`config.mk`:
```
export PLATFORM = sky130hd
export DESIGN_NAME = gpr_bank
export DESIGN_NICKNAME = d
export VERILOG_FILES = /design/src/rtl/gpr_pkg.sv /design/src/rtl/gpr_wr_decode.sv /design/src/rtl/gpr_storage.sv /design/src/rtl/gpr_read_port.sv /design/src/rtl/gpr_bank.sv
export SDC_FILE = /design/constraint.sdc
export NUM_CORES = 1
export LEC_CHECK = 0
export BUFFER_PORTS_ARGS = -buffer_cell sky130_fd_sc_hd__buf_2
export CORE_UTILIZATION = 65
export DETAILED_ROUTE_END_ITERATION = 8
export PLACE_DENSITY_LB_ADDON = 0.3
export SETUP_SLACK_MARGIN = 0.15
export SLEW_MARGIN = 10
export SYNTH_ARGS = -nofsm -noshare
export SYNTH_HDL_FRONTEND = slang
export SYNTH_HIERARCHICAL = 1
export SYNTH_SLANG_ARGS = --single-unit
export TNS_END_PERCENT = 1
```
`constraint.sdc`:
```
create_clock -name clk -period 2.7 [get_ports clk]
set_input_delay 0.54 -clock clk [delete_from_list [all_inputs] [get_ports clk]]
set_output_delay 0.54 -clock clk [all_outputs]
set_load 0.01 [all_outputs]
```
`src/rtl/gpr_pkg.sv`:
```
package gpr_pkg;
  localparam int GPR_COUNT = 8;
  localparam int GPR_WIDTH = 32;
  localparam int GPR_IDX_W = $clog2(GPR_COUNT);
endpackage

```
`src/rtl/gpr_wr_decode.sv`:
```
module gpr_wr_decode #(
  parameter int NUM_REGS = gpr_pkg::GPR_COUNT,
  localparam int IDX_W   = $clog2(NUM_REGS)
) (
  input  logic                wr_en,
  input  logic [IDX_W-1:0]    wr_idx,
  output logic [NUM_REGS-1:0] wr_sel
);
  // Entry 0 never receives a write strobe.
  assign wr_sel[0] = 1'b0;
  for (genvar i = 1; i < NUM_REGS; i++) begin : g_sel
    assign wr_sel[i] = wr_en && (wr_idx == IDX_W'(i));
  end
endmodule

```
`src/rtl/gpr_storage.sv`:
```
module gpr_storage #(
  parameter int NUM_REGS = gpr_pkg::GPR_COUNT,
  parameter int DATA_W   = gpr_pkg::GPR_WIDTH
) (
  input  logic                             clk,
  input  logic [NUM_REGS-1:0]              wr_sel,
  input  logic [DATA_W-1:0]                wr_data,
  output logic [NUM_REGS-1:0][DATA_W-1:0]  q
);
  for (genvar i = 0; i < NUM_REGS; i++) begin : g_ent
    if (i == 0) begin : g_const
      // No flops for the constant entry; its strobe is unused.
      logic unused_sel;
      assign unused_sel = wr_sel[0];
      assign q[0] = '0;
    end else begin : g_flop
      always_ff @(posedge clk) begin
        if (wr_sel[i]) q[i] <= wr_data;
      end
    end
  end
endmodule

```
`src/rtl/gpr_read_port.sv`:
```
module gpr_read_port #(
  parameter int NUM_REGS = gpr_pkg::GPR_COUNT,
  parameter int DATA_W   = gpr_pkg::GPR_WIDTH,
  localparam int IDX_W   = $clog2(NUM_REGS)
) (
  input  logic [NUM_REGS-1:0][DATA_W-1:0] q,
  input  logic [IDX_W-1:0]                idx,
  output logic [DATA_W-1:0]               data
);
  always_comb begin
    if (idx == '0) data = '0;
    else           data = q[idx];
  end
endmodule

```
`src/rtl/gpr_bank.sv`:
```
module gpr_bank #(
  parameter int NUM_REGS = gpr_pkg::GPR_COUNT,
  parameter int DATA_W   = gpr_pkg::GPR_WIDTH,
  localparam int IDX_W   = $clog2(NUM_REGS)
) (
  input  logic              clk,
  input  logic              wr_en,
  input  logic [IDX_W-1:0]  wr_idx,
  input  logic [DATA_W-1:0] wr_data,
  input  logic [IDX_W-1:0]  rd_idx_a,
  output logic [DATA_W-1:0] rd_data_a,
  input  logic [IDX_W-1:0]  rd_idx_b,
  output logic [DATA_W-1:0] rd_data_b
);
  localparam int NUM_PORTS = 2;

  logic [NUM_REGS-1:0]             wr_sel;
  logic [NUM_REGS-1:0][DATA_W-1:0] q;
  logic [NUM_PORTS-1:0][IDX_W-1:0] rd_idx;
  logic [NUM_PORTS-1:0][DATA_W-1:0] rd_data;

  assign rd_idx[0] = rd_idx_a;
  assign rd_idx[1] = rd_idx_b;
  assign rd_data_a = rd_data[0];
  assign rd_data_b = rd_data[1];

  gpr_wr_decode #(.NUM_REGS(NUM_REGS)) u_dec (
    .wr_en (wr_en),
    .wr_idx(wr_idx),
    .wr_sel(wr_sel)
  );

  gpr_storage #(.NUM_REGS(NUM_REGS), .DATA_W(DATA_W)) u_store (
    .clk    (clk),
    .wr_sel (wr_sel),
    .wr_data(wr_data),
    .q      (q)
  );

  for (genvar p = 0; p < NUM_PORTS; p++) begin : g_rd
    gpr_read_port #(.NUM_REGS(NUM_REGS), .DATA_W(DATA_W)) u_rd (
      .q   (q),
      .idx (rd_idx[p]),
      .data(rd_data[p])
    );
  end
endmodule

```
==> impl_summary.md <==
Timing
The actual transition at the worst max-transition pin is 1.07 ns. The setup slack after layout is 0.0826 ns. The final count of negative-setup-slack endpoints is 0. Of the available clock period, the critical path in the final layout requires 0.969. The smallest hold slack is 0.275 ns.

The maximum achievable frequency is 382 MHz. Setup repair after global routing could not meet its margin everywhere. The max-slew violation total from the final report is 0. The final number of hold-violating endpoints is 0. The worst slew margin relative to its limit is 0.281. The shortest clock period the worst path allows after layout is 2.62 ns.

Floorplanning
The total number of placement rows is 48. The floorplan step defined a die boundary enclosing 18,100 um^2. The die span in y is 134 um. The horizontal die dimension is 134 um. The core box area is 17,200 um^2.

107 I/O pins were placed. The initial utilization of the core area, before any placement, comes to 0.663.

Placed design
The number of port buffers is 106. The detailed placer's ending HPWL is 16,000 um. The final weighted congestion of routability-driven global placement is 0.759. The worst setup slack after placement is -0.0626 ns.

Route
The via count of the routed design is 6,705. Dividing the detail-routed wire length by the instance count gives 28.1 um. The via-per-instance ratio is 6.92.

Once detail routing completed, the nets flagged for antenna violations numbered 0. The post-detailed-routing wire length is 27,200 um. In this run, the number of DRC markers left after iteration 0 of detailed routing was 502. The number of iterations in the first detailed-routing pass is 5. After detailed routing, the number of remaining DRC violations is 0.

Clocking
The root cell of the clock tree is sky130_fd_sc_hd__clkbuf_16. The tree built by TritonCTS fans out to 224 sinks. The clock slew at the register clock pins of the worst setup and hold paths is 0.06 ns. The clock passes through at most 3 buffers.

The deepest level of the CTS H-tree is 1. The TritonCTS buffer count is 23. The hold buffer count at cts is 0. The clock tree from TritonCTS is yes.

Setup path
For the worst setup path, the data arrival time is 2.08 ns. The startpoint type of the worst setup path is an input pin. The type of the worst setup path is input pin to primary output.

The highest fanout seen on the critical path is 16. The highest cell delay on the worst timing path is 0.32 ns. Traced cell by cell, the critical path runs through buf_2 > buf_12 > and2b_4 > buf_4 > a221oi_2 > a221oi_2 > buf_2. The slowest stage cell on the critical path is sky130_fd_sc_hd__a221oi_2.

At the worst endpoint, the required time is 2.16 ns. The capturing element type of the critical path is a primary output.

Global route
The number of antenna violations at the first check in global routing is 1. The number of global-route vias before repair was 7,166. The remaining global-route overflow is 0.

The largest net degree at the start of global routing is 70. The total global-route track usage is 0.299. The global-route wire length before repair is 40,500 um.

Job
The number of maximum-capacitance violations is 0.

Yosys
A synthesized cell averages 18.5 um^2. Counting every instance in the synthesized netlist gives 617. Summing every instance area after synthesis gives 11,400 um^2. During synthesis, Yosys emitted a total of 6 warnings.

The net count after synthesis is 660.

Power and ir drop
In this run the static leakage power is 0.00484 uW. Of the total power, registers draw 0.514. The design draws 7800 uW.

Summed over all nets, the switching power comes to 1870 uW. Dividing total power by cell area gives a power density of 605 nW/um^2. The share of total power dissipated in combinational logic is 0.131. The switching part of the total power is 0.239. The internal portion of total power is 5930 uW. The relative contribution of the clock network to total power is 0.354. The worst voltage drop across the vdd grid is 0.000611 V.

Finish
Compared with the post-synthesis result, the final layout area differs by 13.1%. The number of nets in the finished design is 773. The number of flip-flops under the largest register name is 224. In the final layout, the share of cells above drive strength 1 is 0.503. More flip-flops sit in one register than any other, and that register is u_store/q. The largest registers in the layout are u_store/q: 224 flops.

Worst hold path
The kind of path behind the tightest hold check is input pin to register.

Status
The run finished with clean final reports.
stage by stage:
stage	cells	utilization	cell area (um^2)	setup TNS, ns
2_1_floorplan	617	-	11400	0
3_3_place_gp	923	0.708	12200	-0.0304
3_5_place_dp	923	0.708	12200	-0.457
4_1_cts	964	0.746	12800	0
5_1_grt	968	0.750	12900	0
6_report	969	0.750	12900	0
worst max-delay path: cells and delay by family:
kind,cells,cell delay [ns]
AOI/OAI and AO/OA,2,0.42
buffers and inverters,4,0.83
and+or+nand+nor,1,0.26
power by group through the flow:
stage,clock network (uW),logic [uW],registers (uW)
final,2760,1020,4010
after global placement,0,965,4070
after global routing,2900,1070,4020
after floorplan,0,683,4060
after detailed placement,0,995,4080
after CTS,2780,1010,4010
repair_timing:
action	4_1_cts	5_1_grt
pin swaps	0	0
buffers inserted	3	1
setup endpoints to repair	38	49
gates cloned	1	2
gates resized for setup	0	5
per-layer routing:
metal / share of wire / up-vias / global-route usage / routed length (um)
met3: 0.065 / 70 / 0.0518 / 1780
met1: 0.38 / 3457 / 0.350 / 10200
met2: 0.52 / 287 / 0.541 / 14300
met5: 0 / - / 0 / 0
met4: 0.034 / 0 / 0.129 / 920
li1: - / 2891 / - / -
worst paths after layout:
kind  cells after the start   startpoint            end
max                       7  rd_idx_b[1]  rd_data_b[20]
min                       1   wr_data[2]  u_store/q[66]
cell type report:
class | instances | area [um^2]
multi-input cells | 335 | 4270
repair buffers | 146 | 968
fillers | 1003 | 4290
clock buffers | 28 | 594
diodes | 2 | 5.00
flip-flops and latches | 224 | 6730
well taps | 225 | 282
clock inverters | 9 | 37.5
placed cells by master, fill, tap and decap left out:
cell / instances
sky130_fd_sc_hd__buf_6: 4
sky130_fd_sc_hd__and4_2: 1
sky130_fd_sc_hd__clkinv_1: 6
sky130_fd_sc_hd__edfxtp_1: 224
sky130_fd_sc_hd__and2b_4: 2
sky130_fd_sc_hd__diode_2: 2
sky130_fd_sc_hd__and2_4: 1
sky130_fd_sc_hd__nor2b_2: 2
sky130_fd_sc_hd__buf_4: 29
sky130_fd_sc_hd__nor2b_4: 2
sky130_fd_sc_hd__clkinv_2: 3
sky130_fd_sc_hd__clkbuf_16: 24
sky130_fd_sc_hd__and2_2: 1
sky130_fd_sc_hd__and4bb_2: 3
sky130_fd_sc_hd__mux2i_1: 128
sky130_fd_sc_hd__mux2_4: 60
sky130_fd_sc_hd__and4b_2: 3
sky130_fd_sc_hd__mux2_2: 4
sky130_fd_sc_hd__a221oi_1: 6
sky130_fd_sc_hd__buf_12: 8
sky130_fd_sc_hd__clkbuf_1: 5
sky130_fd_sc_hd__buf_2: 104
sky130_fd_sc_hd__a221oi_2: 122
No activity file was read; power rests on OpenSTA's default activity.
